===== src/rtl/mdio_cmd_pkg.sv =====
package mdio_cmd_pkg;
  localparam int FRAME_LEN = 64;
  localparam int IDX_W     = $clog2(FRAME_LEN);
  localparam int DATA_W    = 16;
  localparam int ADR_W     = 5;
  localparam int TA_IDX    = 46;            // first turnaround bit
  localparam int DATA_IDX  = TA_IDX + 2;    // first data bit

  localparam int OFF_STAT  = 'h0;
  localparam int OFF_CMD   = 'h8;
  localparam int OFF_DATA  = 'hC;

  typedef struct packed {
    logic              vld;
    logic              rsv30;
    logic [ADR_W-1:0]  phy;
    logic [ADR_W-1:0]  regad;
    logic [DATA_W-1:0] wdata;
    logic              rsv3;
    logic              op_rd;
    logic              op_wr;
    logic              rsv0;
  } cmd_t;

  typedef enum logic [1:0] {ST_IDLE, ST_WAIT, ST_RUN} eng_state_e;
endpackage


===== src/rtl/mdio_clk_gen.sv =====
module mdio_clk_gen #(
  parameter int DIV_HALF = 4
) (
  input  logic clk_i,
  input  logic rst_ni,
  output logic mdc_o,
  output logic rise_o,
  output logic fall_o
);
  localparam int CW = (DIV_HALF > 1) ? $clog2(DIV_HALF) : 1;

  logic [CW-1:0] cnt_q;
  logic          mdc_q;
  logic          tick;

  assign tick   = (cnt_q == CW'(DIV_HALF - 1));
  assign rise_o = tick & ~mdc_q;
  assign fall_o = tick & mdc_q;
  assign mdc_o  = mdc_q;

  always_ff @(posedge clk_i or negedge rst_ni) begin
    if (!rst_ni) begin
      cnt_q <= '0;
      mdc_q <= 1'b0;
    end else if (tick) begin
      cnt_q <= '0;
      mdc_q <= ~mdc_q;
    end else begin
      cnt_q <= cnt_q + 1'b1;
    end
  end
endmodule


===== src/rtl/mdio_regs.sv =====
module mdio_regs
  import mdio_cmd_pkg::*;
#(
  parameter int AW = 4
) (
  input  logic              clk_i,
  input  logic              rst_ni,
  input  logic              reg_wr_i,
  input  logic [AW-1:0]     reg_addr_i,
  input  logic [31:0]       reg_wdata_i,
  output logic [31:0]       reg_rdata_o,
  input  logic              busy_i,
  input  logic [DATA_W-1:0] rd_data_i,
  input  logic              rd_err_i,
  output logic              start_o,
  output cmd_t              cmd_o,
  output logic [31:0]       cmd_word_o
);
  cmd_t wcmd;
  logic [31:0] cmd_q;

  assign wcmd    = cmd_t'(reg_wdata_i);
  assign start_o = reg_wr_i && (reg_addr_i == AW'(OFF_CMD)) && !busy_i
                   && wcmd.vld && (wcmd.op_rd ^ wcmd.op_wr);
  assign cmd_o   = wcmd;
  assign cmd_word_o = cmd_q;

  always_ff @(posedge clk_i or negedge rst_ni) begin
    if (!rst_ni) cmd_q <= '0;
    else if (start_o) cmd_q <= {1'b0, reg_wdata_i[30:0]};
  end

  always_comb begin
    reg_rdata_o = '0;
    if (reg_addr_i == AW'(OFF_STAT))
      reg_rdata_o[3] = busy_i;
    else if (reg_addr_i == AW'(OFF_CMD))
      reg_rdata_o = cmd_q;
    else if (reg_addr_i == AW'(OFF_DATA))
      reg_rdata_o = {14'd0, rd_err_i, 1'b0, rd_data_i};
  end
endmodule


===== src/rtl/mdio_frame_eng.sv =====
module mdio_frame_eng
  import mdio_cmd_pkg::*;
(
  input  logic              clk_i,
  input  logic              rst_ni,
  input  logic              rise_i,
  input  logic              fall_i,
  input  logic              start_i,
  input  cmd_t              cmd_i,
  input  logic              mdio_i,
  output logic              busy_o,
  output logic              mdio_o,
  output logic              mdio_oe_o,
  output logic [DATA_W-1:0] rd_data_o,
  output logic              rd_err_o
);
  eng_state_e           state_q;
  logic [FRAME_LEN-1:0] sh_q;
  logic [FRAME_LEN-1:0] frame_w;
  logic [IDX_W-1:0]     idx_q;
  logic [IDX_W:0]       idx_nxt;
  logic                 is_rd_q, ta_err_q, mdio_q, oe_q;
  logic [DATA_W-1:0]    rd_sh_q, rd_data_q;
  logic                 rd_err_q;

  always_comb begin
    frame_w = {32'hFFFF_FFFF, 2'b01,
               cmd_i.op_rd ? 2'b10 : 2'b01,
               cmd_i.phy, cmd_i.regad,
               cmd_i.op_rd ? 2'b11 : 2'b10,
               cmd_i.op_rd ? {DATA_W{1'b1}} : cmd_i.wdata};
  end

  assign idx_nxt   = {1'b0, idx_q} + 1'b1;
  assign busy_o    = (state_q != ST_IDLE);
  assign mdio_o    = mdio_q;
  assign mdio_oe_o = oe_q;
  assign rd_data_o = rd_data_q;
  assign rd_err_o  = rd_err_q;

  always_ff @(posedge clk_i or negedge rst_ni) begin
    if (!rst_ni) begin
      state_q   <= ST_IDLE;
      sh_q      <= '0;
      idx_q     <= '0;
      is_rd_q   <= 1'b0;
      ta_err_q  <= 1'b0;
      mdio_q    <= 1'b1;
      oe_q      <= 1'b0;
      rd_sh_q   <= '0;
      rd_data_q <= '0;
      rd_err_q  <= 1'b0;
    end else if (start_i) begin
      state_q  <= ST_WAIT;
      sh_q     <= frame_w;
      is_rd_q  <= cmd_i.op_rd;
      ta_err_q <= 1'b0;
    end else begin
      unique case (state_q)
        ST_IDLE: if (fall_i) oe_q <= 1'b0;
        ST_WAIT: if (fall_i) begin
          mdio_q  <= sh_q[FRAME_LEN-1];
          sh_q    <= {sh_q[FRAME_LEN-2:0], 1'b1};
          oe_q    <= 1'b1;
          idx_q   <= '0;
          state_q <= ST_RUN;
        end
        ST_RUN: begin
          if (fall_i) begin
            mdio_q <= sh_q[FRAME_LEN-1];
            sh_q   <= {sh_q[FRAME_LEN-2:0], 1'b1};
            idx_q  <= idx_nxt[IDX_W-1:0];
            oe_q   <= !is_rd_q || (idx_nxt < (IDX_W+1)'(TA_IDX));
          end
          if (rise_i) begin
            if (is_rd_q && idx_q == IDX_W'(TA_IDX + 1)) ta_err_q <= mdio_i;
            if (is_rd_q && idx_q >= IDX_W'(DATA_IDX))
              rd_sh_q <= {rd_sh_q[DATA_W-2:0], mdio_i};
            if (idx_q == IDX_W'(FRAME_LEN - 1)) begin
              state_q <= ST_IDLE;
              if (is_rd_q) begin
                rd_data_q <= {rd_sh_q[DATA_W-2:0], mdio_i};
                rd_err_q  <= ta_err_q;
              end
            end
          end
        end
        default: state_q <= ST_IDLE;
      endcase
    end
  end
endmodule


===== src/rtl/mdio_cmd_ctrl.sv =====
module mdio_cmd_ctrl
  import mdio_cmd_pkg::*;
#(
  parameter int DIV_HALF = 4,
  parameter int AW       = 4
) (
  input  logic          clk_i,
  input  logic          rst_ni,
  input  logic          reg_wr_i,
  input  logic [AW-1:0] reg_addr_i,
  input  logic [31:0]   reg_wdata_i,
  output logic [31:0]   reg_rdata_o,
  output logic          mdc_o,
  output logic          mdio_o,
  output logic          mdio_oe_o,
  input  logic          mdio_i
);
  logic              rise_w, fall_w, busy_w, start_w, rd_err_w;
  logic [DATA_W-1:0] rd_data_w;
  logic [31:0]       cmd_word_w;
  cmd_t              cmd_w;

  mdio_clk_gen #(.DIV_HALF(DIV_HALF)) u_clk (
    .clk_i(clk_i), .rst_ni(rst_ni),
    .mdc_o(mdc_o), .rise_o(rise_w), .fall_o(fall_w)
  );

  mdio_regs #(.AW(AW)) u_regs (
    .clk_i(clk_i), .rst_ni(rst_ni),
    .reg_wr_i(reg_wr_i), .reg_addr_i(reg_addr_i),
    .reg_wdata_i(reg_wdata_i), .reg_rdata_o(reg_rdata_o),
    .busy_i(busy_w), .rd_data_i(rd_data_w), .rd_err_i(rd_err_w),
    .start_o(start_w), .cmd_o(cmd_w), .cmd_word_o(cmd_word_w)
  );

  mdio_frame_eng u_eng (
    .clk_i(clk_i), .rst_ni(rst_ni),
    .rise_i(rise_w), .fall_i(fall_w),
    .start_i(start_w), .cmd_i(cmd_w), .mdio_i(mdio_i),
    .busy_o(busy_w), .mdio_o(mdio_o), .mdio_oe_o(mdio_oe_o),
    .rd_data_o(rd_data_w), .rd_err_o(rd_err_w)
  );
endmodule


===== config.mk =====
export PLATFORM = sky130hd
export DESIGN_NAME = mdio_cmd_ctrl
export DESIGN_NICKNAME = d
export VERILOG_FILES = /design/src/rtl/mdio_cmd_pkg.sv /design/src/rtl/mdio_clk_gen.sv /design/src/rtl/mdio_regs.sv /design/src/rtl/mdio_frame_eng.sv /design/src/rtl/mdio_cmd_ctrl.sv
export SDC_FILE = /design/constraint.sdc
export NUM_CORES = 1
export LEC_CHECK = 0
export BUFFER_PORTS_ARGS = -buffer_cell sky130_fd_sc_hd__buf_2
export CORE_ASPECT_RATIO = 2
export CORE_UTILIZATION = 55
export CTS_CLUSTER_DIAMETER = 80
export DETAILED_ROUTE_END_ITERATION = 10
export GPL_TIMING_DRIVEN = 0
export PLACE_DENSITY = 0.83
export SETUP_SLACK_MARGIN = 0.1
export SLEW_MARGIN = 20
export SYNTH_ARGS = -nofsm -noshare
export SYNTH_HDL_FRONTEND = slang
export SYNTH_SLANG_ARGS = --single-unit
export TNS_END_PERCENT = 5

===== constraint.sdc =====
create_clock -name clk_i -period 2.1 [get_ports clk_i]
set_input_delay 0.42 -clock clk_i [delete_from_list [all_inputs] [get_ports clk_i]]
set_output_delay 0.42 -clock clk_i [all_outputs]
set_load 0.05 [all_outputs]

After elaboration in Yosys (flattened, before gate mapping)
Index checks and enable logic that the tools add are counted.

word-level totals
  flip-flop bits (word level) = 142
  input port bits = 40
  output and inout port bits = 35
  word-level logic and storage cells = 92

operators by class
  add/subtract/negate cells = 2
  $lt $le $gt $ge = 2
  equal/unequal tests = 14
  mux-type cells = 28
  bitwise operators = 5
  reductions and logical operators = 28

operators by type and width
  cell                                                        count
  2-to-1 mux 64 bit                                           3
  2-to-1 mux 31 bit                                           1
  2-to-1 mux 27 bit                                           1
  2-to-1 mux 18 bit                                           1
  2-to-1 mux 16 bit                                           1
  nonzero test 2 bit                                          7
  equality test 6 bit, second input constant                  2
  2-to-1 mux 2 bit                                            6
  2-to-1 mux 6 bit                                            2
  case mux 6 bit (2 select lines)                             1
  AND reduction 4 bit                                         3
  AND reduction 5 bit                                         2
  2-to-1 mux 1 bit                                            9
  equality test 4 bit, second input constant                  2
  != test 2 bit, second input constant                        4
  adder 6 x 1 -> 7 bit, second input constant                 1
  less-than comparator 7 x 6 -> 1 bit, second input constant  1
  greater-or-equal comparator 6 bit, second input constant    1
  logical AND 1 bit                                           6
  != test 3 bit, second input constant                        2
  case mux 2 bit (3 select lines)                             1
  AND reduction 3 bit                                         2
  equality test 2 bit, second input constant                  2
  zero test 4 bit                                             1
  other kinds (14)                                            17

Depth between registers and ports, before layout
  depth in word-level cells = 7
  mapped depth = 8
  mapped depth without buffers = 7

Modules after synthesis
A second synthesis with hierarchy kept.

unflattened totals
  cell total of the unflattened synthesis = 581
  area, all modules = 6487.5 um^2

by module, submodules not included
  module          instances  cells an instance  area each (um^2)
  mdio_frame_eng  1          427                4620.7
  mdio_regs       1          146                1752.9
  mdio_clk_gen    1          8                  113.9

Worst setup path before layout
No wires, ideal clock.

  path kind = input-to-output
  start = input reg_addr_i[2]
  end = output reg_rdata_o[3]
  arrival = 1910 ps
  path slack = -230 ps
  stages on the path = 4
  buffers on the path = 1
  path through = buf_4 mux2_2 a21oi_1 nor3_1

on the way
  longest elaborated chain between the ends = 4
  elaborated cells on any way between the ends = 6
  those cells by class = 2 x eq/ne; 3 x mux; 1 x reduce/logical

ends and longest elaborated chain
  element               RTL line             text
  start, declared       mdio_cmd_ctrl.sv:10  input logic [AW-1:0] reg_addr_i,
  equality test 4 bit   mdio_regs.sv:39      else if (reg_addr_i == AW'(OFF_DATA))
  2-to-1 mux 18 bit     mdio_regs.sv:39
  2-to-1 mux 31 bit     mdio_regs.sv:37      else if (reg_addr_i == AW'(OFF_CMD))
  2-to-1 mux 1 bit (*)  mdio_regs.sv:35      if (reg_addr_i == AW'(OFF_STAT))
  end, declared         mdio_cmd_ctrl.sv:12  output logic [31:0] reg_rdata_o,

Mark *: on every way between the ends. The rest lies on a longest branch, timed or not.

Worst setup path in the final report
  start = input reg_addr_i[0]
  end = output reg_rdata_o[21]

on the way
  longest elaborated chain between the ends = 3
  elaborated cells on any way between the ends = 4
  those cells by class = 1 x eq/ne; 2 x mux; 1 x reduce/logical

ends and longest elaborated chain
  element                RTL line
  equality test 4 bit    mdio_regs.sv:37
  2-to-1 mux 31 bit      mdio_regs.sv:37
  2-to-1 mux 27 bit (*)  mdio_regs.sv:35

Marked as above.

==> reports/qor.txt <==
Net Sw Frac: 0.291
Mean Syn Cell Area: 9.90 um^2
Worst Setup EP: reg_rdata_o[21]
Leakage power: 3.77 nW
Vias in the first global route: 5171
GRT Max-Usage Layer: met2
Ys flop type: dfrtp_1
ANT nets after route: 0
H-tree lvl count: 4
Max cap viols: 0
Final setup fails: 0
Worst Skew: 8.77 ps
Worst vdd ir: 740 uV
Post-route setup TNS: 0 ps
GRT met2 Usage: 0.469
Flop pwr share: 0.478
Area Overhead vs Synth: 19.8%
Crit path time final: 2000 ps
Power Density: 1080 mW/mm^2
Achievable Freq: 500 MHz
Die height: 153 um
FP Rows: 54
Distinct cell type count of the synthesized netlist: 37
CTS tree: done
Startpoint Class: primary input
Sequential cell area fraction in the yosys report: 0.567
IO Count: 75
Worst endpoint required time: 1680 ps
Via count: 4868
Fin nets: 767
Die width: 77.3 um
Synthesis Warnings: 0
Final Hold Vio Count: 0
Initial core utilization: 0.569
Switching Power: 0.00236 W
Fin crit share: 0.953
# fillers: 817
GP Congestion: 0.847
Crit path max fanout: 10
Total grt overflow: 0
RSZ-0062 raised after global routing: yes
Post-synth EDFFs: 0
Count of mapped cells out of synthesis: 629
Worst Setup SP: reg_addr_i[0]
Outcome: completed
WL final: 14.1 mm
Commonest non-fill, non-tap cells in the layout: nand2_1 (204), dfrtp_1 (140), buf_2 (78), nand3_1 (40), mux2_2 (33)
Reg clk slew, reported paths: 60 ps
Largest net degree at the start of global routing: 82
Pre-antenna DRT Iters: 5
Synthesized net count: 674
Ys async rst share: 1.00
R2r startpoint: u_eng.state_q[0]$_DFFE_PN0P_
Ant. Diodes: 0
Comb pwr share: 0.155
Die footprint: 0.0118 mm^2
Met1 global-route usage: 0.280
Overall power: 0.00810 W
Total CTS buffers: 17
HPWL after DPL: 9.82 mm
R2R Setup Slk: 140 ps
PortBufs: 71
GR met3 Demand/Resource: 0.0683
Max_slew headroom: 0.586
Layout cell share with drive strength beyond 1: 0.237
Worst r2r path cells: 7
Post-layout util: 0.682
Detailed-route DRC error count: 0
Worst setup path category: primary input to primary output
Pins over their slew limit: 0
Clock share of power: 0.367
Final cell count without fillers: 875
Initial DRC Count: 289
Seq cells post-synth: 141
Worst hold path class: primary input to register
RR Endpoint: u_eng.rd_sh_q[6]$_DFFE_PN0P_
First-pass GRT wire length: 23.9 mm
Placeable Area: 0.0109 mm^2
CTS Buffer Depth: 2
Root Driver: clkbuf_16
Per-cell routed wire length: 16.2 um
Clock sink count: 141
Int Pwr: 0.00574 W
Overall Global Routing Usage: 0.262
Antenna violations before repair: 0
Most common cell after layout, fill and taps aside: nand2_1
Pre-CTS setup slack: -341 ps
DP Cell Count: 841
Worst skew pair latency: 420 ps
Vias/cell: 5.56
Crit. End Element: primary output
Worst-Margin Slew: 621 ps
Post-Syn Area: 0.00623 mm^2
Arr. time, crit path: 1580 ps
Post-route setup slack: 98.9 ps
-- synth_stat cells, drive strengths merged (2+ instances only) --
library cell | instances | area [um^2]
a21o | 3 | 22.5
nor2 | 23 | 86.3
a32o | 2 | 20.0
a22o | 3 | 26.3
nand2 | 204 | 766
nor3 | 18 | 90.1
a31oi | 20 | 125
o21ai | 17 | 85.1
nand4 | 2 | 27.5
and3 | 6 | 37.5
xnor2 | 2 | 17.5
mux2i | 30 | 300
and2 | 15 | 93.8
mux2 | 33 | 372
ha | 5 | 62.6
nand3 | 42 | 220
nor2b | 2 | 12.5
inv | 4 | 15.0
a21oi | 6 | 30.0
buf | 22 | 133
dfrtp | 140 | 3500
clkbuf | 20 | 75.1
xor2 | 2 | 17.5
-- per-layer routing --
metal,up-vias,share of wire
li1,2281,-
met1,2394,0.37
met2,158,0.56
met3,35,0.036
met4,0,0.032
met5,-,0
-- power by group through the flow --
stage               Combinational [W]  Sequential (W)  Clock, W
floorplan                    0.000827         0.00383         0
global route                  0.00143         0.00396   0.00313
global placement              0.00111         0.00385         0
CTS                           0.00126         0.00386   0.00301
detailed placement            0.00119         0.00390         0
finish                        0.00125         0.00387   0.00297
-- cell type report --
| cell class | instances | area [um^2] | share of cell area |
|---|---|---|---|
| sequential | 141 | 3530 | 0.473 |
| multi-input combinational | 442 | 2510 | 0.336 |
| timing repair buffer | 74 | 429 | 0.0575 |
| clock buffer | 17 | 425 | 0.0570 |
| buffer | 42 | 216 | 0.0290 |
| tap | 140 | 175 | 0.0235 |
| clock inverter | 15 | 164 | 0.0220 |
| inverter | 4 | 15.0 | 0.00201 |
-- logic make-up (layout without fill, tap and decap cells) --
family | Yosys count | in the layout | synth area share
AO/OA/AOI/OAI | 55 | 55 | 0.0546
XOR/XNOR | 4 | 4 | 0.00562
adder cells (fa/ha/maj) | 5 | 5 | 0.0100
buffers and inverters | 46 | 152 | 0.0357
flip-flops | 141 | 141 | 0.567
multiplexers | 63 | 63 | 0.108
other | 1 | 1 | 0.000602
AND/OR/NAND/NOR | 314 | 314 | 0.219
-- registers in the layout (all words and copies together) (netlist names), 2 cells and up --
name and count:
u_eng.rd_data_o 16, u_eng.sh_q 64, u_eng.state_q 2, u_clk.cnt_q 2, u_eng.idx_q 6, u_eng.rd_sh_q 15
u_regs.cmd_word_o 31
-- worst min path at each step --
stage	to	start	depth (start not counted)
6_report	u_regs.cmd_word_o[0]$_DFFE_PN0P_	reg_wdata_i[0]	3
5_1_grt	u_regs.cmd_word_o[9]$_DFFE_PN0P_	reg_wdata_i[9]	3
4_1_cts	u_regs.cmd_word_o[0]$_DFFE_PN0P_	reg_wdata_i[0]	3
3_5_place_dp	u_eng.sh_q[50]$_DFFE_PN0P_	rst_ni	1
3_3_place_gp	u_clk.cnt_q[0]$_DFF_PN0_	u_clk.cnt_q[0]$_DFF_PN0_	1
2_1_floorplan	u_clk.cnt_q[0]$_DFF_PN0_	rst_ni	0
-- metrics by stage --
step,area (um^2),hold slack (ps)
6_report,7460,200
5_1_grt,7460,199
4_1_cts,7460,188
3_5_place_dp,6800,378
3_3_place_gp,6770,419
2_1_floorplan,6230,124
-- critical path, stage by stage --
cell      delay [ps]
buf_2            130
nor4b_4          380
clkbuf_4         260
and2_1           130
buf_2            260
-- what timing repair did --
action,CTS,global route
buffers inserted,1,0
hold endpoints to repair,60,0
endpoints found under the setup margin,73,86
hold buffers,1,0
resized for setup,17,5
pin swaps,1,0
(Power assumes the default switching activity.)
